===== config.mk =====
export PLATFORM = sky130hd
export DESIGN_NAME = atomic_rmw_unit
export DESIGN_NICKNAME = d
export VERILOG_FILES = /design/src/rtl/atomic_pkg.sv /design/src/rtl/amo_datapath.sv /design/src/rtl/amo_ctrl.sv /design/src/rtl/atomic_rmw_unit.sv
export SDC_FILE = /design/constraint.sdc
export NUM_CORES = 1
export LEC_CHECK = 0
export BUFFER_PORTS_ARGS = -buffer_cell sky130_fd_sc_hd__buf_2
export CORE_AREA = 2 2 304 306
export DETAILED_ROUTE_END_ITERATION = 8
export DIE_AREA = 0 0 306 308
export PLACE_DENSITY = 0.56
export SLEW_MARGIN = 20
export SYNTH_ARGS = -nofsm -noshare
export SYNTH_HDL_FRONTEND = slang
export SYNTH_SLANG_ARGS = --single-unit

===== constraint.sdc =====
create_clock -name clk -period 16.1 [get_ports clk]
set_clock_uncertainty 0.2 [all_clocks]
set_input_delay 3.22 -clock clk [delete_from_list [all_inputs] [get_ports clk]]
set_output_delay 3.22 -clock clk [all_outputs]
set_load 0.1 [all_outputs]

===== src/rtl/atomic_pkg.sv =====
package atomic_pkg;

  typedef enum logic [1:0] {
    OP_FADD  = 2'd0,
    OP_CAS   = 2'd1,
    OP_CAS16 = 2'd2,
    OP_RSVD  = 2'd3
  } amo_op_e;

  typedef enum logic [2:0] {
    ST_IDLE,
    ST_RD,
    ST_MOD,
    ST_WR1,
    ST_RSP
  } amo_st_e;

  // reverse the eight bytes of a 64-bit value
  function automatic logic [63:0] swap_bytes64(input logic [63:0] v);
    logic [63:0] r;
    for (int i = 0; i < 8; i++) begin
      r[8*i +: 8] = v[8*(7-i) +: 8];
    end
    return r;
  endfunction

  // all-ones mask covering 2^lg bytes
  function automatic logic [63:0] lane_mask(input logic [1:0] lg);
    logic [63:0] m;
    case (lg)
      2'd0:    m = 64'h0000_0000_0000_00FF;
      2'd1:    m = 64'h0000_0000_0000_FFFF;
      2'd2:    m = 64'h0000_0000_FFFF_FFFF;
      default: m = 64'hFFFF_FFFF_FFFF_FFFF;
    endcase
    return m;
  endfunction

endpackage


===== src/rtl/amo_datapath.sv =====
module amo_datapath
  import atomic_pkg::*;
(
  input  logic [63:0] rdata,
  input  amo_op_e     op,
  input  logic [2:0]  off,
  input  logic [1:0]  lg,
  input  logic        big,
  input  logic [63:0] opa,
  input  logic [63:0] opb,
  input  logic [63:0] cmp,
  output logic [63:0] old_val,
  output logic        do_write,
  output logic [63:0] word_a,
  output logic [63:0] word_b
);

  logic [63:0] mask, raw, nv, mform, merged;
  logic [5:0]  sh;
  logic [3:0]  nb;
  logic [6:0]  rs;
  logic        eq;

  always_comb begin
    mask    = lane_mask(lg);
    sh      = {off, 3'b000};
    nb      = 4'd1 << lg;
    rs      = 7'd64 - {nb, 3'b000};
    // memory-order field, then register order
    raw     = (rdata >> sh) & mask;
    old_val = big ? (swap_bytes64(raw) >> rs) : raw;
    eq      = (old_val == (cmp & mask));
    nv      = '0;
    do_write = 1'b0;
    case (op)
      OP_FADD:  begin nv = (old_val + opa) & mask; do_write = 1'b1; end
      OP_CAS:   begin nv = opa & mask;             do_write = eq;   end
      OP_CAS16: begin nv = '0;                     do_write = eq;   end
      default:  begin nv = '0;                     do_write = 1'b0; end
    endcase
    mform  = big ? (swap_bytes64(nv) >> rs) : nv;
    merged = (rdata & ~(mask << sh)) | (mform << sh);
    word_a = (op == OP_CAS16) ? (big ? swap_bytes64(opa) : opa) : merged;
    word_b = big ? swap_bytes64(opb) : opb;
  end

endmodule


===== src/rtl/amo_ctrl.sv =====
module amo_ctrl
  import atomic_pkg::*;
#(
  parameter int AW = 12
) (
  input  logic          clk,
  input  logic          rst_ni,
  input  logic          req_valid,
  output logic          req_ready,
  input  logic [1:0]    req_op,
  input  logic [AW-1:0] req_addr,
  input  logic [1:0]    req_size,
  input  logic [63:0]   req_opa,
  input  logic [63:0]   req_opb,
  input  logic [63:0]   req_cmp,
  input  logic          req_big,
  input  logic          req_rel,
  // datapath side
  output amo_op_e       q_op,
  output logic [2:0]    q_off,
  output logic [1:0]    q_lg,
  output logic          q_big,
  output logic [63:0]   q_opa,
  output logic [63:0]   q_opb,
  output logic [63:0]   q_cmp,
  input  logic [63:0]   dp_old,
  input  logic          dp_write,
  input  logic [63:0]   dp_word_a,
  input  logic [63:0]   dp_word_b,
  // response
  output logic          rsp_valid,
  output logic [63:0]   rsp_old,
  output logic          rsp_wrote,
  output logic          rsp_err,
  output logic          rsp_rel,
  // memory
  output logic          mem_en,
  output logic          mem_we,
  output logic [AW-4:0] mem_addr,
  output logic [63:0]   mem_wdata,
  output logic          mem_lock
);

  localparam int WAW = AW - 3;

  amo_st_e        st_q, st_d;
  logic [AW-1:0]  addr_q;
  logic           err_q, rel_q, wrote_q;
  logic [63:0]    old_q;
  logic           load_en, cap_en, err_in;
  logic [3:0]     amask;
  logic [WAW-1:0] wa_rd, wa_lo, wa_hi;

  // request check
  always_comb begin
    amask = (4'd1 << req_size) - 4'd1;
    if (req_op == OP_RSVD)        err_in = 1'b1;
    else if (req_op == OP_CAS16)  err_in = (req_addr[2:0] != 3'd0);
    else                          err_in = ((req_addr[2:0] & amask[2:0]) != 3'd0);
  end

  // next state
  always_comb begin
    st_d    = st_q;
    load_en = 1'b0;
    cap_en  = 1'b0;
    case (st_q)
      ST_IDLE: if (req_valid) begin
        load_en = 1'b1;
        st_d    = err_in ? ST_RSP : ST_RD;
      end
      ST_RD:   st_d = ST_MOD;
      ST_MOD: begin
        cap_en = 1'b1;
        st_d   = (q_op == OP_CAS16 && dp_write) ? ST_WR1 : ST_RSP;
      end
      ST_WR1:  st_d = ST_RSP;
      ST_RSP:  st_d = ST_IDLE;
      default: st_d = ST_IDLE;
    endcase
  end

  always_ff @(posedge clk or negedge rst_ni) begin
    if (!rst_ni) st_q <= ST_IDLE;
    else         st_q <= st_d;
  end

  always_ff @(posedge clk or negedge rst_ni) begin
    if (!rst_ni) begin
      q_op <= OP_FADD; addr_q <= '0; q_lg <= '0; q_big <= 1'b0;
      rel_q <= 1'b0; err_q <= 1'b0; q_opa <= '0; q_opb <= '0; q_cmp <= '0;
    end else if (load_en) begin
      q_op   <= amo_op_e'(req_op);
      addr_q <= req_addr;
      q_lg   <= (req_op == OP_CAS16) ? 2'd3 : req_size;
      q_big  <= req_big;
      rel_q  <= req_rel;
      err_q  <= err_in;
      q_opa  <= req_opa;
      q_opb  <= req_opb;
      q_cmp  <= req_cmp;
    end
  end

  always_ff @(posedge clk or negedge rst_ni) begin
    if (!rst_ni) begin
      old_q <= '0; wrote_q <= 1'b0;
    end else if (load_en) begin
      old_q <= '0; wrote_q <= 1'b0;
    end else if (cap_en) begin
      old_q <= dp_old; wrote_q <= dp_write;
    end
  end

  assign q_off = addr_q[2:0];
  assign wa_rd = addr_q[AW-1:3];
  assign wa_lo = {addr_q[AW-1:4], 1'b0};
  assign wa_hi = {addr_q[AW-1:4], 1'b1};

  always_comb begin
    mem_en    = (st_q == ST_RD) || (st_q == ST_MOD && dp_write) || (st_q == ST_WR1);
    mem_we    = (st_q == ST_MOD && dp_write) || (st_q == ST_WR1);
    mem_lock  = (st_q == ST_RD) || (st_q == ST_MOD) || (st_q == ST_WR1);
    mem_wdata = (st_q == ST_WR1) ? dp_word_b : dp_word_a;
    case (st_q)
      ST_MOD:  mem_addr = (q_op == OP_CAS16) ? wa_lo : wa_rd;
      ST_WR1:  mem_addr = wa_hi;
      default: mem_addr = wa_rd;
    endcase
  end

  assign req_ready = (st_q == ST_IDLE);
  assign rsp_valid = (st_q == ST_RSP);
  assign rsp_old   = old_q;
  assign rsp_wrote = wrote_q;
  assign rsp_err   = err_q;
  assign rsp_rel   = rel_q;

  assert_refused_no_access_R5: assert property (@(posedge clk) disable iff (!rst_ni)
    (req_ready && req_valid && err_in) |=> (!mem_en && rsp_valid && rsp_err));
  assert_refused_no_write_R5: assert property (@(posedge clk) disable iff (!rst_ni)
    (rsp_valid && rsp_err) |-> !rsp_wrote);
  assert_rsp_pulse_R7: assert property (@(posedge clk) disable iff (!rst_ni)
    rsp_valid |=> (!rsp_valid && req_ready));
  assert_second_write_follows_R3: assert property (@(posedge clk) disable iff (!rst_ni)
    (st_q == ST_WR1) |-> ($past(mem_we) && mem_lock));
  assert_read_precedes_modify_R8: assert property (@(posedge clk) disable iff (!rst_ni)
    (st_q == ST_MOD) |-> ($past(mem_en) && !$past(mem_we) && $past(mem_lock)));
  assert_tag_held_R6: assert property (@(posedge clk) disable iff (!rst_ni)
    (!req_ready && !rsp_valid) |=> $stable(rsp_rel));

endmodule


===== src/rtl/atomic_rmw_unit.sv =====
module atomic_rmw_unit
  import atomic_pkg::*;
#(
  parameter int AW = 12
) (
  input  logic          clk,
  input  logic          rst_n,
  input  logic          req_valid,
  output logic          req_ready,
  input  logic [1:0]    req_op,
  input  logic [AW-1:0] req_addr,
  input  logic [1:0]    req_size,
  input  logic [63:0]   req_opa,
  input  logic [63:0]   req_opb,
  input  logic [63:0]   req_cmp,
  input  logic          req_big,
  input  logic          req_rel,
  output logic          rsp_valid,
  output logic [63:0]   rsp_old,
  output logic          rsp_wrote,
  output logic          rsp_err,
  output logic          rsp_rel,
  output logic          mem_en,
  output logic          mem_we,
  output logic [AW-4:0] mem_addr,
  output logic [63:0]   mem_wdata,
  input  logic [63:0]   mem_rdata,
  output logic          mem_lock
);

  logic [1:0]  rst_sync;
  logic        rst_ni;
  amo_op_e     q_op;
  logic [2:0]  q_off;
  logic [1:0]  q_lg;
  logic        q_big;
  logic [63:0] q_opa, q_opb, q_cmp, dp_old, dp_word_a, dp_word_b;
  logic        dp_write;

  // asynchronous assertion, synchronous release
  always_ff @(posedge clk or negedge rst_n) begin
    if (!rst_n) rst_sync <= 2'b00;
    else        rst_sync <= {rst_sync[0], 1'b1};
  end
  assign rst_ni = rst_sync[1];

  amo_ctrl #(.AW(AW)) u_ctrl (
    .clk(clk), .rst_ni(rst_ni),
    .req_valid(req_valid), .req_ready(req_ready), .req_op(req_op),
    .req_addr(req_addr), .req_size(req_size), .req_opa(req_opa),
    .req_opb(req_opb), .req_cmp(req_cmp), .req_big(req_big), .req_rel(req_rel),
    .q_op(q_op), .q_off(q_off), .q_lg(q_lg), .q_big(q_big),
    .q_opa(q_opa), .q_opb(q_opb), .q_cmp(q_cmp),
    .dp_old(dp_old), .dp_write(dp_write), .dp_word_a(dp_word_a), .dp_word_b(dp_word_b),
    .rsp_valid(rsp_valid), .rsp_old(rsp_old), .rsp_wrote(rsp_wrote),
    .rsp_err(rsp_err), .rsp_rel(rsp_rel),
    .mem_en(mem_en), .mem_we(mem_we), .mem_addr(mem_addr),
    .mem_wdata(mem_wdata), .mem_lock(mem_lock)
  );

  amo_datapath u_dp (
    .rdata(mem_rdata), .op(q_op), .off(q_off), .lg(q_lg), .big(q_big),
    .opa(q_opa), .opb(q_opb), .cmp(q_cmp),
    .old_val(dp_old), .do_write(dp_write), .word_a(dp_word_a), .word_b(dp_word_b)
  );

endmodule


=== Word level (Yosys, flattened, before mapping) ===
Cells that the tools add are included.

* Output and inout port bits: 145
* Word-level logic and storage cells: 82
* Register bits after elaboration: 281
* Bits of input ports: 277

* Eq/ne operators: 12
* Mux-type cells: 25
* $add $sub $neg: 3
* Reductions and logical operators: 14
* Shift-type cells: 7
* Bitwise operators: 8

{| class="wikitable"
|+ Operator list
! operator !! number
|-
| 64-bit two-way mux || 8
|-
| 64-bit AND || 5
|-
| 64-bit one-hot mux with 3 select lines || 1
|-
| 64-bit one-hot mux with 2 select lines || 1
|-
| 64-bit by 6-bit << shifter with 64-bit output || 2
|-
| 64-bit by 7-bit right shift with 64-bit output || 2
|-
| 64-bit adder || 1
|-
| 64-bit == test || 1
|-
| 64-bit NOT || 1
|-
| 64-bit bitwise OR || 1
|-
| 64-bit by 6-bit right shift with 64-bit output || 1
|-
| 3-bit one-hot mux with 4 select lines || 1
|-
| 3-bit two-way mux || 3
|-
| 2-bit == test, second input constant || 4
|-
| 1-bit two-way mux || 8
|-
| 7-bit subtractor, first input constant || 1
|-
| 3-bit by 2-bit == test with 1-bit output, second input constant || 2
|-
| 3-bit nonzero test || 2
|-
| 1-bit logical OR || 5
|-
| 2-bit by 1-bit == test with 1-bit output, second input constant || 2
|-
| 2-bit logical NOT || 2
|-
| 1-bit one-hot mux with 2 select lines || 2
|-
| 1-bit by 2-bit << shifter with 4-bit output, first input constant || 1
|-
| 3-bit AND || 1
|-
| 10 further kinds || 11
|}

=== Depth between registers and ports, before layout ===
* Depth in word-level cells: 14
* Depth in mapped cells: 25
* Depth with buffers taken out: 20

=== Hierarchy ===
Synthesis repeated with hierarchy kept, for this count alone.

* Cell total of the unflattened synthesis: 3677
* Area, all modules: 27528.9 µm²

{| class="wikitable"
|+ Modules (own cells, without submodules)
! module !! cells an instance !! area each (µm²) !! times used !! seq. area each (µm²)
|-
| amo_datapath || 2381 || 15823.9 || 1 || 0.0
|-
| amo_ctrl || 1293 || 11651.2 || 1 || 6981.7
|-
| atomic_rmw_unit || 3 || 53.8 || 1 || 50.0
|}

=== Least setup slack after synthesis ===
No wires, ideal clock.

* Path kind: input to output
* Start point: in mem_rdata[23]
* End point: out mem_wdata[22]
* Setup slack: 3071 ps
* Data arrival time: 9609 ps
* Stages: 16
* Data required time: 12680 ps
* Cell sequence: mux4_1 mux2_2 a221oi_1 inv_1 ha_1 nand3_1 a211o_1 and3_1 a2111oi_4 nor2_1 a31o_2 a211oi_2 o22ai_1 mux2_2 o221a_2 a311oi_1

* Word-level cells in the longest chain between the ends: 13

{| class="wikitable"
|+ RTL lines
! element !! RTL line !! text
|-
| from (decl) || atomic_rmw_unit.sv:27 || <nowiki>input logic [63:0] mem_rdata,</nowiki>
|-
| 64-bit by 6-bit right shift with 64-bit output (*) || amo_datapath.sv:30 || <nowiki>raw = (rdata >> sh) & mask;</nowiki>
|-
| 64-bit AND (*) || amo_datapath.sv:30 ||
|-
| 64-bit by 7-bit right shift with 64-bit output || amo_datapath.sv:31 || <nowiki>old_val = big ? (swap_bytes64(raw) >> rs) : raw;</nowiki>
|-
| 64-bit two-way mux (*) || amo_datapath.sv:31 ||
|-
| 64-bit adder (*) || amo_datapath.sv:36 || <nowiki>OP_FADD: begin nv = (old_val + opa) & mask; do_write = 1'b1; end</nowiki>
|-
| 64-bit AND (*) || amo_datapath.sv:36 ||
|-
| 64-bit one-hot mux with 2 select lines (*) || amo_datapath.sv:35 || <nowiki>case (op)</nowiki>
|-
| 64-bit by 7-bit right shift with 64-bit output || amo_datapath.sv:41 || <nowiki>mform = big ? (swap_bytes64(nv) >> rs) : nv;</nowiki>
|-
| 64-bit two-way mux (*) || amo_datapath.sv:41 ||
|-
| 64-bit by 6-bit << shifter with 64-bit output (*) || amo_datapath.sv:42 || <nowiki>merged = (rdata & ~(mask << sh)) | (mform << sh);</nowiki>
|-
| 64-bit bitwise OR (*) || amo_datapath.sv:42 ||
|-
| 64-bit two-way mux (*) || amo_datapath.sv:43 || <nowiki>word_a = (op == OP_CAS16) ? (big ? swap_bytes64(opa) : opa) : merged;</nowiki>
|-
| 64-bit two-way mux (*) || amo_ctrl.sv:124 || <nowiki>mem_wdata = (st_q == ST_WR1) ? dp_word_b : dp_word_a;</nowiki>
|-
| to (decl) || atomic_rmw_unit.sv:26 || <nowiki>output logic [63:0] mem_wdata,</nowiki>
|}

Every way passes the cells marked *; elsewhere a longest branch is shown, timed or not.

=== Worst setup path after layout ===
* Start point: in mem_rdata[63]
* End point: out mem_wdata[32]

The elaborated chain is that of the path after synthesis.

==> out/results.ini <==
[status]
status=complete, no violations

[timing]
worst_slew_pin_slew_ps=1281
finalCriticalPeriod_ps=14180
fin_crit_sh=0.8806
max_freq_ghz=0.07053
setup_viol=0
rsz0062_at_grt=false
slew_headroom=0.1458
maxSlewViolCount=0
hold_viol=0
holdWs_ps=153.9
worst_slack_ps=1923
setup-tns-final_ps=0

[grt]
grt_pass1_wl_um=235300
grt_antenna_before_repair=13
grt_max_degree=157
grt_use_met2=0.4998
grtUsageMet3=0.1068
use_met1=0.4615
globalRoute.totalOverflow=0
grt_busiest_layer=met2
grtUsageTotal=0.3550
grt_pass1_vias=28550

[clocking]
clk_latency_ps=590
clock_path_buffers=3
numCtsBuffers=35
cts_sinks=281
cts_root_buffer=clkbuf_16
cts_tree=yes
postCtsResizedCells=0
path_clk_slew_ps=50
cts_setup_buffers=0
hold_buffers=0
htree_levels=2

[setup_path]
cp_num_buf_inv=4
required_ps=12680
cp.arrival_ps=10760
crit_chain=buf_2, mux2i_1, mux2i_1, mux2_2, a221oi_1, inv_1, ha_1, a21oi_1, a21oi_1, a21oi_1, nor4_1, buf_4, o211ai_1, a41oi_1, mux2i_1, a211oi_1, o2111a_1, a21oi_1, a221oi_1, a31oi_1, buf_2
cpLargestDelayFamily=compound AO/OA/AOI/OAI gates
crit_path_start_kind=input port
setup.worst_path.end_class=primary output
cpMostUsedCell=a21oi_1
critPathMaxFanout=7
cp_slowest_cell=a221oi_1
max_stage_delay_ps=1180
critPathKind=input port to primary output

[yosys]
ys_types=105
synth_compound_area_frac=0.2508
synthSimpleGateAreaFrac=0.1630
netlist_top_cells_area=dfrtp_1 (26%), mux2_2 (11%), mux2i_1 (6.2%)
muxShareOfSynthArea=0.2060
syn_inst=3216
async_flop_share=1.000
syn_area_per_cell_um2=8.414
synth_warnings=0
ys_top_cells_by_count=nand2_1 (331), dfrtp_1 (281), mux2_2 (269)
synth_top_family_by_area=compound AO/OA/AOI/OAI gates
synth-xor-area-share=0.02589
synth-edff-count=0
syn-num-nets=3574
synth_fa_ha_area_frac=0.03773
synth.largest_area_cell=dfrtp_1
ys_seq_area_frac=0.2599
synthFlopType=dfrtp_1
synth_area_mm2=0.02706
synth_top_area_frac=0.2599
yosysMostFrequentCell=nand2_1
ys_ff_latch=281

[detailed_routing]
vias=30100
drtAntennaViolNets=0
via_per_inst=6.341
wl_per_cell_um=36.45
drc_errors=0
drt-initial-drc-count=4390
routed_wl_um=173000
drtPass1Iterations=8

[run]
cap_violations=0

[floorplan]
ios=422
coreArea_mm2=0.09097
die_area_mm2=0.09425
die_h_um=308
rows=111
start_util=0.2975
die_width_um=306

[finish]
multiInputGateArea_mm2=0.01857
drive_gt1_frac=0.2691
areaGrowthSynthToFinish_pct=16.44
seqCellArea_mm2=0.007048
fin_nets=3886
nFillCells=9706
final_cell_area_mm2=0.03151

[placement]
place.detailed.hpwl_um=137300
port_buffers=421
place_ws_ps=2369
dpl-instance-area_mm2=0.03031
gp_congestion=1.060

[worst_hold_path]
worstHoldPathType=flop to flop

==> cells by family (layout without fill, tap and decap cells) <==
logic type                 Yosys count  after routing
xor gates and xnor gates            80             80
and+or+nand+nor                    950            950
buffers and inverters              327            663
adders and majority gates           81             81
AOI/OAI and AO/OA                 1022           1022
other                                1             10
muxes                              474            474
DFF                                281            281
==> state kept, by name (all words and copies together) (netlist names) <==
signal,flops
u_ctrl.rsp_wrote,1
u_ctrl.q_opb,64
u_ctrl.q_op,2
u_ctrl.st_q,3
u_ctrl.q_opa,64
u_ctrl.rsp_err,1
rst_sync,2
u_ctrl.q_big,1
u_ctrl.q_cmp,64
u_ctrl.addr_q,12
u_ctrl.rsp_rel,1
u_ctrl.q_lg,2
u_ctrl.rsp_old,64
==> area by class of cell <==
cell class / count / area share
Timing Repair Buffer: 533 / 0.09387
Tap cell: 1186 / 0.04710
Clock buffer: 49 / 0.03268
Sequential cell: 281 / 0.2237
Multi-Input combinational cell: 2608 / 0.5892
Antenna cell: 9 / 0.0007148
Clock inverter: 12 / 0.004487
Inverter: 69 / 0.008260
==> worst register-to-register path: cells and delay by family, from the launching register on <==
| kind | cells | cell delay (ps) |
|---|---|---|
| flip-flops | 1 | 720 |
| AO/OA/AOI/OAI | 7 | 1940 |
| AND/OR/NAND/NOR | 5 | 1860 |
| buffers and inverters | 3 | 1360 |
==> cell usage in the layout (no fill, tap or decap), types with 15 or more instances in the layout <==
cell type  count
xnor2_1       40
buf_4        110
and3_1        30
o31ai_1       19
o22ai_1       39
o21ai_0      222
dfrtp_1      276
nand3_1      132
xor2_1        40
nor2_1       201
a21oi_1      261
and2_1        23
o21a_1        18
mux4_2        29
o21bai_1      19
nand2_1      327
nor2b_1       23
mux2_2       269
o211ai_1      28
clkbuf_16     36
nand2b_1      28
nand4_1       40
a22oi_1       37
ha_1          78
mux2i_1      168
or3_1         20
a31oi_1       41
buf_2        422
o21ai_1       15
a221oi_1      45
inv_1         63
a21o_1        27
nor3_1        62
a211oi_1      37
==> final timing paths <==
check,startpoint,endpoint,slack [ps],cells after the start
worst max-delay path,mem_rdata[63],mem_wdata[32],1920,21
worst min-delay path,rst_sync[0],rst_sync[1],150,0
worst max register to register,u_ctrl.q_big,u_ctrl.st_q[1],9950,15
worst min register to register,rst_sync[0],rst_sync[1],150,0
max in group asynchronous,rst_n,rst_sync[1],13390,1
min in group asynchronous,rst_sync[1],u_ctrl.q_opb[0],190,0
==> metrics by stage <==
step	util	std cells
6_report	0.3464	4747
5_1_grt	0.3462	4739
4_1_cts	0.3460	4738
3_5_place_dp	0.3331	4677
3_3_place_gp	0.3330	4675
2_1_floorplan	-	3216
==> routing by layer <==
layer / vias up / part of all wire
li1: 12770 / -
met5: - / 0.00055
met1: 14700 / 0.40
met4: 14 / 0.082
met3: 476 / 0.12
met2: 2146 / 0.40
Power is left out: the tool's default activity adds up to more than one toggle a clock period on the data nets, which glitch-free logic cannot reach.
